--- src/rtl/ipg_pkg.sv ---
package ipg_pkg;

  typedef enum logic {
    MODE_LAN = 1'b0,
    MODE_WAN = 1'b1
  } ipg_mode_e;

endpackage

--- src/rtl/ipg_cfg_reg.sv ---
module ipg_cfg_reg #(
  parameter int LANES    = 4,
  parameter int CFG_W    = 10,
  parameter int LAN_MIN  = 8,
  parameter int LAN_MAX  = 100,
  parameter int GAP_RST  = 12,
  parameter int WAN_MIN  = 4,
  parameter int WAN_MAX  = 15,
  parameter int WAN_UNIT = 8,
  localparam int LAN_W   = $clog2(LAN_MAX + 1),
  localparam int RAT_W   = $clog2((WAN_MAX + 1) * WAN_UNIT + 1)
) (
  input  logic             clk,
  input  logic             rst,
  input  logic             cfg_we,
  input  logic [CFG_W-1:0] cfg_gap,
  output logic [LAN_W-1:0] lan_gap,
  output logic [RAT_W-1:0] wan_ratio
);

  function automatic logic [LAN_W-1:0] lan_fn(input logic [CFG_W-1:0] v);
    int t;
    t = int'(v);
    if (t < LAN_MIN) t = LAN_MIN;
    else if (t > LAN_MAX) t = LAN_MAX;
    t = t - (t % LANES);
    return LAN_W'(t);
  endfunction

  function automatic logic [RAT_W-1:0] wan_fn(input logic [CFG_W-1:0] v);
    int s;
    s = int'(v);
    if (s < WAN_MIN) s = WAN_MIN;
    else if (s > WAN_MAX) s = WAN_MAX;
    return RAT_W'((s + 1) * WAN_UNIT);
  endfunction

  always_ff @(posedge clk) begin
    if (rst) begin
      lan_gap   <= lan_fn(CFG_W'(GAP_RST));
      wan_ratio <= wan_fn(CFG_W'(GAP_RST));
    end else if (cfg_we) begin
      lan_gap   <= lan_fn(cfg_gap);
      wan_ratio <= wan_fn(cfg_gap);
    end
  end

  AST_LAN_GAP_LEGAL: assert property (@(posedge clk) disable iff (rst)
    (int'(lan_gap) >= LAN_MIN) && (int'(lan_gap) <= LAN_MAX) && (int'(lan_gap) % LANES == 0));
  AST_WAN_RATIO_LEGAL: assert property (@(posedge clk) disable iff (rst)
    (int'(wan_ratio) >= (WAN_MIN + 1) * WAN_UNIT) && (int'(wan_ratio) <= (WAN_MAX + 1) * WAN_UNIT));
  AST_CFG_STABLE: assert property (@(posedge clk) disable iff (rst)
    !cfg_we |=> $stable(lan_gap) && $stable(wan_ratio));

endmodule

--- src/rtl/ipg_lan_dic.sv ---
module ipg_lan_dic #(
  parameter int LANES   = 4,
  parameter int LAN_MAX = 100,
  localparam int LANE_W = $clog2(LANES),
  localparam int DEF_W  = $clog2(LANES),
  localparam int LAN_W  = $clog2(LAN_MAX + 1),
  localparam int COL_W  = $clog2(LAN_MAX / LANES + 2)
) (
  input  logic              clk,
  input  logic              rst,
  input  logic              en,
  input  logic              fe,
  input  logic [LANE_W-1:0] end_lane,
  input  logic [LAN_W-1:0]  lan_gap,
  output logic              hold
);

  logic [DEF_W-1:0] deficit_q;
  logic [COL_W-1:0] cols_q;
  logic             hold_q;
  logic [COL_W-1:0] k_c;
  logic [DEF_W-1:0] dn_c;
  int need_i, n_i, r_i, sum_i;

  // Idle octets still owed after the tail lanes of the end column,
  // split into whole columns and a remainder absorbed by the deficit.
  always_comb begin
    need_i = int'(lan_gap) - (LANES - 1 - int'(end_lane));
    n_i    = need_i / LANES;
    r_i    = need_i % LANES;
    sum_i  = int'(deficit_q) + r_i;
    if (sum_i <= LANES - 1) begin
      k_c  = COL_W'(n_i);
      dn_c = DEF_W'(sum_i);
    end else begin
      k_c  = COL_W'(n_i + 1);
      dn_c = DEF_W'(sum_i - LANES);
    end
  end

  always_ff @(posedge clk) begin
    if (rst) begin
      deficit_q <= '0;
      cols_q    <= '0;
      hold_q    <= 1'b0;
    end else if (en && fe) begin
      deficit_q <= dn_c;
      cols_q    <= k_c;
      hold_q    <= (k_c != '0);
    end else if (hold_q) begin
      cols_q    <= cols_q - 1'b1;
      hold_q    <= (cols_q > COL_W'(1));
    end
  end

  assign hold = hold_q;

  AST_LAN_HOLD_START: assert property (@(posedge clk) disable iff (rst)
    en && fe |=> hold);
  AST_LAN_DEFICIT_STEADY: assert property (@(posedge clk) disable iff (rst)
    !(en && fe) |=> $stable(deficit_q));
  AST_LAN_COLS_DRAIN: assert property (@(posedge clk) disable iff (rst)
    hold && !fe |=> int'(cols_q) == int'($past(cols_q)) - 1);

endmodule

--- src/rtl/ipg_wan_stretch.sv ---
module ipg_wan_stretch #(
  parameter int BCNT_W  = 14,
  parameter int RAT_W   = 8,
  parameter int LANES   = 4,
  localparam int ACC_W  = BCNT_W + 1
) (
  input  logic              clk,
  input  logic              rst,
  input  logic              en,
  input  logic              fe,
  input  logic [BCNT_W-1:0] byte_cnt,
  input  logic [RAT_W-1:0]  ratio,
  output logic              hold
);

  logic [ACC_W-1:0] acc_q;
  logic             hold_q;
  logic [ACC_W-1:0] tot_c;
  logic [ACC_W-1:0] step_c;
  int r_i, a_i, s_i;

  // One idle column retires LANES owed octets, i.e. LANES ratios of
  // octets. The last partial column reduces the carry to below one ratio
  // with a short subtract chain instead of a divider.
  always_comb begin
    r_i   = int'(ratio);
    a_i   = int'(acc_q);
    tot_c = ACC_W'(a_i + int'(byte_cnt));
    if (a_i >= LANES * r_i) begin
      s_i = a_i - LANES * r_i;
    end else begin
      s_i = a_i;
      for (int j = 0; j < LANES - 1; j++) begin
        if (s_i >= r_i) s_i = s_i - r_i;
      end
    end
    step_c = ACC_W'(s_i);
  end

  always_ff @(posedge clk) begin
    if (rst) begin
      acc_q  <= '0;
      hold_q <= 1'b0;
    end else if (en && fe) begin
      acc_q  <= tot_c;
      hold_q <= (int'(tot_c) >= r_i);
    end else if (hold_q) begin
      acc_q  <= step_c;
      hold_q <= (int'(step_c) >= r_i);
    end
  end

  assign hold = hold_q;

  AST_WAN_CARRY_BELOW_RATIO: assert property (@(posedge clk) disable iff (rst)
    $fell(hold) && $stable(ratio) |-> acc_q < ACC_W'(ratio));
  AST_WAN_CARRY_GROWS: assert property (@(posedge clk) disable iff (rst)
    en && fe && !hold |=> acc_q >= ACC_W'($past(byte_cnt)));
  AST_WAN_HOLD_DECREASES: assert property (@(posedge clk) disable iff (rst)
    hold && !fe |=> acc_q < $past(acc_q));

endmodule

--- src/rtl/ipg_gap_ctrl.sv ---
module ipg_gap_ctrl #(
  parameter int LANES    = 4,
  parameter int CFG_W    = 10,
  parameter int BCNT_W   = 14,
  parameter int LAN_MIN  = 8,
  parameter int LAN_MAX  = 100,
  parameter int GAP_RST  = 12,
  parameter int WAN_MIN  = 4,
  parameter int WAN_MAX  = 15,
  parameter int WAN_UNIT = 8,
  localparam int LANE_W  = $clog2(LANES),
  localparam int LAN_W   = $clog2(LAN_MAX + 1),
  localparam int RAT_W   = $clog2((WAN_MAX + 1) * WAN_UNIT + 1)
) (
  input  logic              clk,
  input  logic              rst,
  input  logic              cfg_we,
  input  logic [CFG_W-1:0]  cfg_gap,
  input  logic              wan_mode,
  input  logic              frame_end,
  input  logic [LANE_W-1:0] end_lane,
  input  logic [BCNT_W-1:0] byte_cnt,
  output logic              hold
);
  import ipg_pkg::*;

  logic [LAN_W-1:0] lan_gap;
  logic [RAT_W-1:0] wan_ratio;
  logic             lan_hold;
  logic             wan_hold;
  ipg_mode_e        mode_s;

  assign mode_s = ipg_mode_e'(wan_mode);

  ipg_cfg_reg #(
    .LANES(LANES), .CFG_W(CFG_W), .LAN_MIN(LAN_MIN), .LAN_MAX(LAN_MAX),
    .GAP_RST(GAP_RST), .WAN_MIN(WAN_MIN), .WAN_MAX(WAN_MAX), .WAN_UNIT(WAN_UNIT)
  ) u_cfg (
    .clk(clk), .rst(rst), .cfg_we(cfg_we), .cfg_gap(cfg_gap),
    .lan_gap(lan_gap), .wan_ratio(wan_ratio)
  );

  ipg_lan_dic #(.LANES(LANES), .LAN_MAX(LAN_MAX)) u_lan (
    .clk(clk), .rst(rst), .en(mode_s == MODE_LAN), .fe(frame_end),
    .end_lane(end_lane), .lan_gap(lan_gap), .hold(lan_hold)
  );

  ipg_wan_stretch #(.BCNT_W(BCNT_W), .RAT_W(RAT_W), .LANES(LANES)) u_wan (
    .clk(clk), .rst(rst), .en(mode_s == MODE_WAN), .fe(frame_end),
    .byte_cnt(byte_cnt), .ratio(wan_ratio), .hold(wan_hold)
  );

  assign hold = lan_hold | wan_hold;

  AST_HOLD_NEEDS_FRAME_END: assert property (@(posedge clk) disable iff (rst)
    $rose(hold) |-> $past(frame_end));
  AST_SINGLE_ENGINE: assert property (@(posedge clk) disable iff (rst)
    !(lan_hold && wan_hold));
  AST_RESET_QUIET: assert property (@(posedge clk)
    $past(rst) |-> !hold);

endmodule

--- config.mk ---
export PLATFORM = sky130hd
export DESIGN_NAME = ipg_gap_ctrl
export DESIGN_NICKNAME = d
export VERILOG_FILES = /design/src/rtl/ipg_pkg.sv /design/src/rtl/ipg_cfg_reg.sv /design/src/rtl/ipg_lan_dic.sv /design/src/rtl/ipg_wan_stretch.sv /design/src/rtl/ipg_gap_ctrl.sv
export SDC_FILE = /design/constraint.sdc
export NUM_CORES = 1
export LEC_CHECK = 0
export BUFFER_PORTS_ARGS = -buffer_cell sky130_fd_sc_hd__buf_2
export CAP_MARGIN = 20
export CORE_AREA = 4 4 107 129
export CTS_CLUSTER_SIZE = 10
export DETAILED_ROUTE_END_ITERATION = 12
export DIE_AREA = 0 0 111 133
export GPL_TIMING_DRIVEN = 0
export MAX_ROUTING_LAYER = met4
export SETUP_SLACK_MARGIN = 0.05
export SLEW_MARGIN = 20
export SYNTH_ARGS = -nofsm -noshare
export SYNTH_HDL_FRONTEND = slang
export SYNTH_SLANG_ARGS = --single-unit
--- constraint.sdc ---
create_clock -name clk -period 19.1 [get_ports clk]
set_input_delay 2.865 -clock clk [delete_from_list [all_inputs] [get_ports clk]]
set_output_delay 2.865 -clock clk [all_outputs]
set_load 0.02 [all_outputs]
==> key figures <==
Setup path
  – Type of the worst setup path: reg -> reg
  – Critical-path top delay cell: o21bai_1
  – CP peak stage delay: 530 ps
  – Worst Path Max Fanout: 10
  – Crit end category: flip-flop
  – Critical Path RT: 19250 ps
  – Reg2reg start: u_cfg.wan_ratio[4]
  – CP startpoint: u_cfg.wan_ratio[4]
  – Critical Path AT: 9060 ps
  – Worst Setup Start Kind: flip-flop

Timing
  – Fin crit share: 46.66%
  – Fmax: 0.1122 GHz
  – Slew HR: 48.20%
  – Clk_skew: 2.431 ps
  – Setup violators final: 0
  – Final max-slew violation count: 0
  – Slew @ Worst Pin: 767.0 ps
  – Final Hold Vio Count: 0
  – Crit path time final: 8912 ps
  – Total Neg Setup Slack: 0 ps
  – Unrepaired setup endpoints after global routing: false

Logic synthesis
  – Synth area leaders: ha_1 (14%), dfxtp_1 (14%), nor2_1 (6.3%), xnor2_1 (5.7%), a21oi_1 (4.7%)
  – Post-Synth Simple-Gate Area: 24.69%
  – Syn Nets: 736
  – Post-synthesis sequential area ratio: 13.84%
  – FF+latch count, synth: 34
  – Adder-Cell Fraction of Synth Area: 16.68%
  – Post-synth EDFFs: 0
  – Cell area after synthesis: 4920 um^2
  – Top-area cell type share of the netlist area: 14.24%
  – Ys Warns: 0
  – Post-synthesis xor/xnor area fraction: 8.927%
  – Compound-Gate Fraction of Synth Area: 27.42%
  – Library cells used by synthesis: 81
  – Cell taking the most area after synthesis: ha_1
  – Multiplexer share of the synthesized area: 3.433%
  – Async SR Flop Fraction: 0%
  – Syn Inst Count: 643
  – Largest family of logic cells by synthesized area: compound AO/OA/AOI/OAI gates
  – Syn avg cell area: 7.651 um^2
  – Main synth FF type: dfxtp_1

Floorplanning
  – Die Area: 14760 um^2
  – IO Count: 32
  – Die height: 133 um
  – Starting Density: 39.18%
  – Die Width: 111 um
  – CORE AREA: 12560 um^2
  – # rows: 45

Routing
  – Drc violations: 0
  – Routed Antenna Nets: 0
  – Post-Route WL: 13.69 mm
  – Via count: 4808
  – Initial DRT Pass Iterations: 5
  – 1st-iter DRT viols: 192
  – DR WL/cell: 16.22 um
  – Vias/cell: 5.697

Global routing
  – Pin count of the biggest net entering global routing: 11
  – GRT Total Usage: 19.01%
  – First-pass GRT wire length: 22.88 mm
  – Number of global-route vias before repair: 4980
  – Total gr overflow: 0
  – Initial antenna violation count: 0

Clocking
  – Max Root-Sink Buffers: 2
  – Post_cts resized: 0
  – Clk slew on worst S/H paths: 50 ps
  – Clock latency on the worst-skew pair: 280 ps
  – Num CTS Buffers: 5
  – Post-CTS Setup Bufs: 0
  – TritonCTS sink count: 34
  – Root Driver: clkbuf_16
  – H-tree Lvls: 2
  – Hold buffer count at CTS: 0
  – CTS tree: yes

Worst hold path
  – Worst min-delay path class: reg -> reg
  – Hold Crit Start: u_lan.deficit_q[0]

Cells and area
  – Nets@finish: 772
  – Final Core Density: 43.30%
  – ANT cells: 0
  – Layout cells sized above 1: 12.65%
  – Synth-to-layout area growth: 10.50%

Placement
  – HPWL Detailed: 11.28 mm
  – Routability Congestion: 0.9365
  – Port Buf Inserts: 29

Run
  – Max-cap viol count: 0

Outcome
  – Status: finished clean
==> cells by family after synthesis <==
group,Yosys count
adder cells (fa/ha/maj),62
buffers and inverters,59
multiplexers,16
flip-flops,34
AO/OA/AOI/OAI,186
XOR/XNOR,48
AND/OR/NAND/NOR,238
==> layout make-up <==
type	count	area [um^2]
Inverter	35	131.4
Buffer	24	115.1
Multi-Input combinational cell	550	3993
Timing Repair Buffer	29	145.1
Fill cell	1275	7119
Sequential cell	34	680.7
Tap cell	164	205.2
Clock buffer	8	166.4
==> registers in the layout (all words and copies together) (netlist names) <==
signal and count:
u_cfg.lan_gap 5, u_cfg.wan_ratio 5, u_lan.cols_q 5, u_lan.deficit_q 2
u_lan.hold 1, u_wan.acc_q 15, u_wan.hold 1
==> stage by stage <==
| stage | hold WS [ps] | cell area (um^2) | setup WS, ps | cells |
|---|---|---|---|---|
| 2_1_floorplan | 440.0 | 4920 | 11670 | 643 |
| 3_3_place_gp | 451.1 | 5270 | 10220 | 836 |
| 3_5_place_dp | 464.0 | 5270 | 10190 | 836 |
| 4_1_cts | 471.5 | 5436 | 10160 | 844 |
| 5_1_grt | 498.5 | 5436 | 9508 | 844 |
| 6_report | 467.0 | 5436 | 10190 | 844 |
==> per-layer routing <==
layer / up-vias / routed length (um) / track usage (%)
li1: 2427 / - / -
met1: 2257 / 5775 / 20.38
met2: 99 / 7297 / 36.47
met3: 25 / 271 / 1.281
met4: 0 / 342 / 6.708
met5: - / 0 / -
==> layout by cell type, fill, tap and decap left out, types with 3 or more instances in the layout <==
master	Yosys	final
o211ai_1	6	6
mux2i_1	9	9
nand4_1	10	10
nor2b_1	9	9
o41ai_1	4	4
o21ai_0	36	36
o21ai_1	4	4
nand2b_1	6	6
o22ai_1	3	3
xor2_1	15	15
dfxtp_1	34	34
nor4_1	5	5
inv_1	35	35
a211oi_1	14	14
o21a_1	5	5
a31oi_1	5	5
a21oi_1	46	46
mux2_2	7	7
nor2_1	82	82
or2_2	3	3
a21o_1	13	13
nand3_1	19	19
a221oi_2	3	3
a311oi_1	4	4
a2bb2oi_1	3	3
nand2_1	51	51
nor3_1	18	18
and2_1	4	4
fa_1	6	6
clkbuf_16	0	5
clkbuf_1	14	14
or3_1	6	6
clkbuf_8	0	3
buf_2	5	34
o21bai_1	8	8
xnor2_1	32	32
ha_1	56	56
==> worst max-delay path, delay by kind of cell, from the launching register on <==
family          cells  cell delay, ps
compound gates     17            3250
fa+ha+maj           5            1450
buf+inv             4             950
flops               1             310
mux                 2             410
simple gates       13            2370
==> Yosys cell counts, types with 3 or more instances <==
cell type and number:
and2_1 4, a31oi_1 5, xnor2_1 32, xor2_1 15, o211ai_1 6, ha_1 56
nor2_1 82, nor3_1 18, nor4_1 5, nand4_1 10, a2bb2oi_1 3, nand2_1 51
clkbuf_1 14, o21a_1 5, or2_2 3, a311oi_1 4, or3_1 6, inv_1 35
mux2i_1 9, nand2b_1 6, mux2_2 7, fa_1 6, nand3_1 19, a211oi_1 14
buf_2 5, nor2b_1 9, o21ai_1 4, o21bai_1 8, o21ai_0 36, o22ai_1 3
o41ai_1 4, a221oi_2 3, a21o_1 13, dfxtp_1 34, a21oi_1 46
==> final timing paths <==
| check | endpoint | slack [ps] | cells past startpoint |
|---|---|---|---|
| hold / removal | u_lan.deficit_q[0] | 470 | 2 |
| hold reg to reg | u_lan.deficit_q[0] | 470 | 2 |
| setup / recovery | u_wan.hold | 10190 | 41 |
| setup reg to reg | u_wan.hold | 10190 | 41 |
Power is left out: the tool's default activity adds up to more than one toggle a clock period on the data nets, which glitch-free logic cannot reach.
